<file path="src/rtl/hes_pkg.sv">
package hes_pkg;

   // Priority reduction of three threshold levels to a 2-bit energy code.
   function automatic logic [1:0] enc3(input logic lo, input logic mid, input logic hi);
      logic [1:0] r;
      if (hi)       r = 2'd3;
      else if (mid) r = 2'd2;
      else if (lo)  r = 2'd1;
      else          r = 2'd0;
      return r;
   endfunction

endpackage

</file>
<file path="src/rtl/hes_sync.sv">
module hes_sync #(
   parameter int W      = 8,
   parameter int STAGES = 2
) (
   input  logic         clk,
   input  logic         rst_n,
   input  logic [W-1:0] d,
   output logic [W-1:0] q
);
   logic [W-1:0] chain [STAGES];

   generate
      for (genvar s = 0; s < STAGES; s++) begin : g_stage
         if (s == 0) begin : g_first
            always_ff @(posedge clk or negedge rst_n)
               if (!rst_n) chain[0] <= '0;
               else        chain[0] <= d;
         end else begin : g_next
            always_ff @(posedge clk or negedge rst_n)
               if (!rst_n) chain[s] <= '0;
               else        chain[s] <= chain[s-1];
         end
      end
   endgenerate

   assign q = chain[STAGES-1];
endmodule

</file>
<file path="src/rtl/hes_encoder.sv">
module hes_encoder #(
   parameter int N_CH = 64
) (
   input  logic [N_CH-1:0]   lo,
   input  logic [N_CH-1:0]   mid,
   input  logic [N_CH-1:0]   hi,
   output logic [2*N_CH-1:0] codes
);
   generate
      for (genvar c = 0; c < N_CH; c++) begin : g_ch
         assign codes[2*c +: 2] = hes_pkg::enc3(lo[c], mid[c], hi[c]);
      end
   endgenerate
endmodule

</file>
<file path="src/rtl/hes_xcount.sv">
module hes_xcount #(
   parameter int W = 12
) (
   input  logic         clk,
   input  logic         rst_n,
   output logic [W-1:0] count,
   output logic         carry
);
   always_ff @(posedge clk or negedge rst_n)
      if (!rst_n) count <= '0;
      else        count <= count + 1'b1;

   assign carry = &count;
endmodule

</file>
<file path="src/rtl/hes_evfifo.sv">
module hes_evfifo #(
   parameter int DW    = 16,
   parameter int DEPTH = 8,
   localparam int AW   = $clog2(DEPTH),
   localparam int CW   = $clog2(DEPTH + 1)
) (
   input  logic          clk,
   input  logic          rst_n,
   input  logic          wr_req,
   input  logic [DW-1:0] wr_data,
   input  logic          rd_ready,
   output logic          rd_valid,
   output logic [DW-1:0] rd_data,
   output logic [CW-1:0] count,
   output logic          full
);
   logic [DW-1:0] mem [DEPTH];
   logic [AW-1:0] wptr, rptr;
   logic          do_wr, do_rd;

   assign full     = (count == CW'(DEPTH));
   assign rd_valid = (count != '0);
   assign do_wr    = wr_req & ~full;
   assign do_rd    = rd_ready & rd_valid;
   assign rd_data  = mem[rptr];

   always_ff @(posedge clk)
      if (do_wr) mem[wptr] <= wr_data;

   always_ff @(posedge clk or negedge rst_n)
      if (!rst_n) begin
         wptr  <= '0;
         rptr  <= '0;
         count <= '0;
      end else begin
         if (do_wr) wptr <= wptr + 1'b1;
         if (do_rd) rptr <= rptr + 1'b1;
         count <= count + CW'(do_wr) - CW'(do_rd);
      end
endmodule

</file>
<file path="src/rtl/hit_event_store.sv">
module hit_event_store #(
   parameter int N_CH        = 64,
   parameter int TS_W        = 12,
   parameter int DEPTH       = 8,
   parameter int SYNC_STAGES = 2
) (
   input  logic                         clk,
   input  logic                         rst_n,
   input  logic [N_CH-1:0]              cmp_low,
   input  logic [N_CH-1:0]              cmp_mid,
   input  logic [N_CH-1:0]              cmp_high,
   input  logic                         trig_in,
   output logic                         trig_out,
   output logic                         carry_out,
   output logic                         full,
   output logic                         overflow,
   output logic [$clog2(DEPTH+1)-1:0]   evt_count,
   output logic                         rd_valid,
   input  logic                         rd_ready,
   output logic [TS_W-1:0]              rd_stamp,
   output logic [2*N_CH-1:0]            rd_codes
);
   localparam int CODE_W = 2 * N_CH;
   localparam int DW     = CODE_W + TS_W;

   generate
      if (DEPTH < 2 || (DEPTH & (DEPTH - 1)) != 0) begin : g_bad_depth
         $error("DEPTH must be a power of two of at least 2");
      end
      if (SYNC_STAGES < 2) begin : g_bad_sync
         $error("SYNC_STAGES must be at least 2");
      end
      if (TS_W < 2 || N_CH < 1) begin : g_bad_width
         $error("TS_W must be at least 2 and N_CH at least 1");
      end
   endgenerate

   logic [3*N_CH-1:0] lvl_s;
   logic [CODE_W-1:0] codes;
   logic [TS_W-1:0]   xcount;
   logic [DW-1:0]     rd_word;

   hes_sync #(.W(3*N_CH), .STAGES(SYNC_STAGES)) u_sync (
      .clk(clk), .rst_n(rst_n),
      .d({cmp_high, cmp_mid, cmp_low}), .q(lvl_s));

   hes_encoder #(.N_CH(N_CH)) u_enc (
      .lo(lvl_s[0 +: N_CH]), .mid(lvl_s[N_CH +: N_CH]),
      .hi(lvl_s[2*N_CH +: N_CH]), .codes(codes));

   hes_xcount #(.W(TS_W)) u_xcnt (
      .clk(clk), .rst_n(rst_n), .count(xcount), .carry(carry_out));

   hes_evfifo #(.DW(DW), .DEPTH(DEPTH)) u_mem (
      .clk(clk), .rst_n(rst_n),
      .wr_req(trig_in), .wr_data({xcount, codes}),
      .rd_ready(rd_ready), .rd_valid(rd_valid), .rd_data(rd_word),
      .count(evt_count), .full(full));

   assign rd_stamp = rd_word[CODE_W +: TS_W];
   assign rd_codes = rd_word[0 +: CODE_W];

   always_ff @(posedge clk or negedge rst_n)
      if (!rst_n) begin
         trig_out <= 1'b0;
         overflow <= 1'b0;
      end else begin
         trig_out <= trig_in;
         if (trig_in && full) overflow <= 1'b1;
      end
endmodule

</file>
<file path="config.mk">
export PLATFORM = sky130hd
export DESIGN_NAME = hit_event_store
export DESIGN_NICKNAME = d
export VERILOG_FILES = /design/src/rtl/hes_pkg.sv /design/src/rtl/hes_sync.sv /design/src/rtl/hes_encoder.sv /design/src/rtl/hes_xcount.sv /design/src/rtl/hes_evfifo.sv /design/src/rtl/hit_event_store.sv
export SDC_FILE = /design/constraint.sdc
export NUM_CORES = 2
export LEC_CHECK = 0
export BUFFER_PORTS_ARGS = -buffer_cell sky130_fd_sc_hd__buf_4
export CAP_MARGIN = 20
export CELL_PAD_IN_SITES_DETAIL_PLACEMENT = 0
export CELL_PAD_IN_SITES_GLOBAL_PLACEMENT = 1
export CORE_MARGIN = 2
export CORE_UTILIZATION = 46
export DETAILED_ROUTE_END_ITERATION = 12
export PLACE_DENSITY = 0.7
export SYNTH_ARGS = -nofsm -noshare
export SYNTH_HDL_FRONTEND = slang
export SYNTH_SLANG_ARGS = --single-unit
export TNS_END_PERCENT = 1
</file>
<file path="constraint.sdc">
create_clock -name clk -period 10.4 [get_ports clk]
set_input_delay 0.52 -clock clk [delete_from_list [all_inputs] [get_ports clk]]
set_output_delay 0.52 -clock clk [all_outputs]
set_load 0.02 [all_outputs]
</file>
-- After elaboration in Yosys (flattened, before gate mapping)
Memory sizes are Yosys's and may differ from the RTL's.
Cells that the tools add are included.
- ROM bits: 0
- register bits after elaboration: 408
- memories kept: 1
- RAM bits: 1120
- word-level logic and storage cells: 215
- input port bits: 196
- bits in latches: 0
- output and inout port bits: 149
- add/sub/neg operators: 5
- bitwise gates (word level): 3
- order comparisons: 0
- eq/ne operators: 1
- $mul: 0
- mux-type cells: 194
- divide/modulo/power cells: 0
- reductions and logical operators: 3
- shift-type cells: 0
- memory list (name ; words ; bits a word ; rd ports ; clocked after memory_dff ; wr ports ; line ; text):
    u_mem.mem ; 8 ; 140 ; 1 ; 0 ; 1 ; hes_evfifo.sv:17 ; logic [DW-1:0] mem [DEPTH];
- operator list (operator ; number):
    2-to-1 mux 2 bit ; 128
    2-to-1 mux 1 bit ; 66
    adder 12 x 1 -> 12 bit (second input constant) ; 1
    AND reduction 12 bit ; 1
    adder 3 x 1 -> 3 bit (second input constant) ; 2
    adder 4 x 1 -> 4 bit ; 1
    equality test 4 bit (second input constant) ; 1
    nonzero test 4 bit ; 1
    subtractor 4 x 1 -> 4 bit ; 1
    AND 1 bit ; 2
    logical AND 1 bit ; 1
    inverter 1 bit ; 1

-- Depth between registers and ports, before layout
- depth in word-level cells: 5
- depth in mapped cells: 11

-- Hierarchy
Synthesis repeated with hierarchy kept, for this count alone.
- cells, all modules: 2489
- area total of the unflattened synthesis: 55273.0 µm²
- modules (own cells, without submodules) (module ; times used ; cells an instance ; area each (µm²)):
    hes_evfifo ; 1 ; 1675 ; 42517.0
    hes_sync ; 1 ; 576 ; 11050.6
    hes_encoder ; 1 ; 192 ; 1121.1
    hes_xcount ; 1 ; 43 ; 526.8
    hit_event_store ; 1 ; 3 ; 57.6

-- Worst setup path before layout
OpenSTA, ideal clock, no wires.
- path type: register to register
- from: reg u_mem.count[2]
- to: mem u_mem.mem[1][0] (netlist bit) (enable)
- data required time: 9.589 ns
- cell stages (with the launch flop): 6
- arrival time: 10.539 ns
- clock period less this slack: 11.350 ns
- setup time: 0.811 ns
- path slack: -0.950 ns
- cell sequence: dfrtp_1 inv_1 ha_1 or3b_2 nand3_1 nor3_1
- word-level cells in the longest chain between the ends: 5
- RTL lines (item ; line ; text):
    start: declaration ; hes_evfifo.sv:14 ; output logic [CW-1:0] count,
    start signal: assignment ; hes_evfifo.sv:38 ; count <= count + CW'(do_wr) - CW'(do_rd);
    equality test 4 bit ; hes_evfifo.sv:21 ; assign full = (count == CW'(DEPTH));
    inverter 1 bit ; hes_evfifo.sv:23 ; assign do_wr = wr_req & ~full;
    AND 1 bit ; hes_evfifo.sv:23 ;
    2-to-1 mux 1 bit ; hes_evfifo.sv:28 ; if (do_wr) mem[wptr] <= wr_data;
    2-to-1 mux 1 bit (not written as such) ; hes_evfifo.sv:28 ;
    end: declaration ; hes_evfifo.sv:17 ;
Every way passes these cells.

-- Final worst setup path
- from: reg u_mem.rptr[1]
- to: out rd_codes[37]
- word-level cells in the longest chain between the ends: 1
- RTL lines (item ; line ; text):
    start: declaration ; hes_evfifo.sv:18 ; logic [AW-1:0] wptr, rptr;
    start signal: assignment ; hes_evfifo.sv:37 ; if (do_rd) rptr <= rptr + 1'b1;
    memory (8 x 140 bit) ; - ;
    end: declaration ; hit_event_store.sv:21 ; output logic [2*N_CH-1:0] rd_codes
Every way passes these cells.

==> results_dict.tcl <==
set metrics [dict create \
    dp_cells 4124 \
    overflow 0 \
    startpoint_type "register" \
    finalSetupViolCount 0 \
    grt_use_total 0.183 \
    hold_end "u_mem.rptr[2]$_DFFE_PN0P_" \
    cpMostUsedCell "buf_4" \
    reg2reg_from "u_mem.count[2]$_DFF_PN0_" \
    tns_ns 0 \
    min-delay-start "rd_ready" \
    crit_fanout 48 \
    run_status "complete, no violations" \
    ir_drop_v 0.000225 \
    die_h_um 346 \
    routed_via_density 5.20 \
    synth_top_area_cell "edfxtp_1" \
    netlist_instances 2300 \
    slowest_delay_ns 0.90 \
    yosysSeqAreaShare 0.815 \
    placeableCoreArea_mm2 0.116 \
    drtIter0Drc 1669 \
    fin_crit_sh 0.404 \
    diodes 0 \
    slew_headroom 0.298 \
    grt_pass1_wl_mm 162 \
    multi_input_area_mm2 0.00932 \
    cts-root-buf "clkbuf_16" \
    ys_top_cells_by_area "edfxtp_1 (63%), dfrtp_1 (19%), mux4_2 (12%), mux2_2 (3.0%), a21o_1 (0.92%)" \
    area_delta_synth_final_pct 21.4 \
    yosys.cell_types.count 25 \
    drive_above_1_share 0.362 \
    pin_count 345 \
    cts_buffers 156 \
    syn_avg_cell_area_um2 23.4 \
    fp.dieW_um 346 \
    fin_util 0.563 \
    p_leak_nw 23.4 \
    dp_hpwl_mm 57.7 \
    regArea_mm2 0.0439 \
    remaining_drc_errors 0 \
    timing.final.ws_setup_ns 6.20 \
    antenna_found_initial 4 \
    nNetsFinal 3158 \
    clk_path_buf_depth 3 \
    cp_slowest_cell "dfrtp_4" \
    grt_max_degree 161 \
    max_cap_violations 0 \
    syn-cell-area_mm2 0.0538 \
    reg2regPathDepth 7 \
    critPathKind "reg2out" \
    pre_cts_slack_ns 6.87 \
    ant_nets 0 \
    vias 24000 \
    fin_crit_ns 4.20 \
    rr_endpoint "u_mem.mem[5][19]$_DFFE_PP_" \
    htree_levels 4 \
    final.setup_skew_ns 0.0256 \
    clk_pin_slew_ns 0.06 \
    rsz0062_at_grt "no" \
    layoutNonFillerInstCount 4610 \
    drv_slew 0 \
    critPathTopFamily "buffers and inverters" \
    ys_seq_elements 1528 \
    yosysWarnings 0 \
    initial_core_util 0.464 \
    synthesis.nets 2506 \
    grt_pass1_vias 26400 \
    cp.depth 4 \
    hold_viol_final 0 \
    holdWs_ns 0.117 \
    critPathRequiredTime_ns 9.88 \
    whs_path_depth 3 \
    fmax_mhz 238 \
    place.gp.congestion 0.715 \
    clock_sinks 1528 \
    final.fill_count 8450 \
    io_buffers 344 \
    rows 125 \
    path_buf_inv 2 \
    placed_area_mm2 0.0583 \
    cts_tree "yes" \
    hp-class "in2reg" \
    wirelength_mm 108 \
    arrival_ns 3.68 \
    detail_route.wl_per_cell_um 23.4 \
    clk_latency_ns 0.76 \
    p_per_area_mw_per_mm2 277 \
    dieArea_mm2 0.120 \
    power.total_mw 18.1 \
    yosysTopAreaCellShare 0.625 \
    worst_pin_slew_ns 1.05 \
    first_pass_iters 7 \
    postLayoutCellArea_mm2 0.0653 \
    rrSetupSlack_ns 6.93 \
    endpoint_kind "output port" \
    crit_chain "buf_4 > mux4_2 > mux2_2 > buf_4" \
]
[Yosys cell counts]
cell type     n
nand4_1       2
xor2_1        7
inv_1        78
edfxtp_1   1120
buf_6        11
dfrtp_1     408
mux4_2      280
mux2_2      142
fa_1          1
nand3b_1      1
or2_2        64
buf_1         2
ha_1          9
buf_2        31
a21oi_1       1
xnor2_1       9
or3b_2        2
nor4_1        1
nand2b_1      2
a21o_1       66
nor3_1        6
nand3_1       8
nand2_1       6
clkbuf_1     34
nor2_1        9
[where the power goes]
| part | switching (mW) | internal, mW | total (mW) |
|---|---|---|---|
| combinational | 2.71 | 2.30 | 5.01 |
| sequential | 0.293 | 7.35 | 7.64 |
| clock | 2.26 | 3.18 | 5.43 |
[cells in the final DEF (no fill, tap or decap), types with 7 or more instances in the layout]
cell              n
a21o_1           66
buf_4           372
clkbuf_1         38
clkbuf_16       161
clkbuf_8         26
clkinv_1         15
clkinv_2         26
dfrtp_1         405
dlygate4sd3_1   194
edfxtp_1       1120
ha_1              9
inv_1            78
mux2_2          142
mux4_2          280
nand3_1           8
or2_2            64
xnor2_1           9
xor2_1            7
[what timing repair did]
action / in CTS / in global routing
hold endpoints to repair: 254 / 0
hold buffers: 194 / 0
buffers inserted: 0 / 0
resized for setup: 0 / 0
[sequential cells by signal, summed over array words and instances (netlist names)]
signal / count
overflow: 1
u_mem.count: 4
u_sync.q: 192
u_mem.wptr: 3
u_xcnt.count: 12
u_mem.mem: 1120
u_mem.rptr: 3
trig_out: 1
u_sync.chain: 192
[how the worst max path moves through the flow]
stage	startpoint	endpoint
6_report	u_mem.rptr[1]$_DFFE_PN0P_	rd_codes[37]
5_1_grt	u_mem.rptr[1]$_DFFE_PN0P_	rd_codes[37]
4_1_cts	u_mem.rptr[1]$_DFFE_PN0P_	rd_codes[37]
3_5_place_dp	u_mem.rptr[1]$_DFFE_PN0P_	rd_codes[37]
3_3_place_gp	u_mem.rptr[1]$_DFFE_PN0P_	rd_codes[7]
2_1_floorplan	u_mem.count[2]$_DFF_PN0_	u_mem.mem[0][0]$_DFFE_PP_
[cell families after synthesis]
logic type | count (synthesis) | synth area share
AND/OR/NAND/NOR | 101 | 0.0108
XOR/XNOR | 16 | 0.00260
multiplexers | 422 | 0.147
flip-flops | 1528 | 0.815
buffers and inverters | 156 | 0.0131
AO/OA/AOI/OAI | 67 | 0.00930
adder cells (fa/ha/maj) | 10 | 0.00246
[layer usage]
layer	track usage	up-vias	wire, um
met1	0.236	12700	44700
met4	0.0552	4	2160
met2	0.315	615	55600
li1	-	10500	-
met3	0.0351	158	5380
met5	0	-	21
[final cells by class]
class	count	share of cell area
clock buffer	226	0.0694
clock inverter	66	0.00888
inverter	78	0.00448
multi-input combinational	616	0.143
sequential	1528	0.671
tap	1524	0.0292
timing repair buffer	572	0.0742
[worst register-to-register path: stages (launching register included)]
cell and delay (ns):
dfrtp_1 0.34, inv_1 0.08, ha_1 0.19, or3b_2 0.24, nand3_1 0.33, nor2_4 0.19
buf_4 0.81, buf_4 0.87
(Power assumes the default switching activity.)
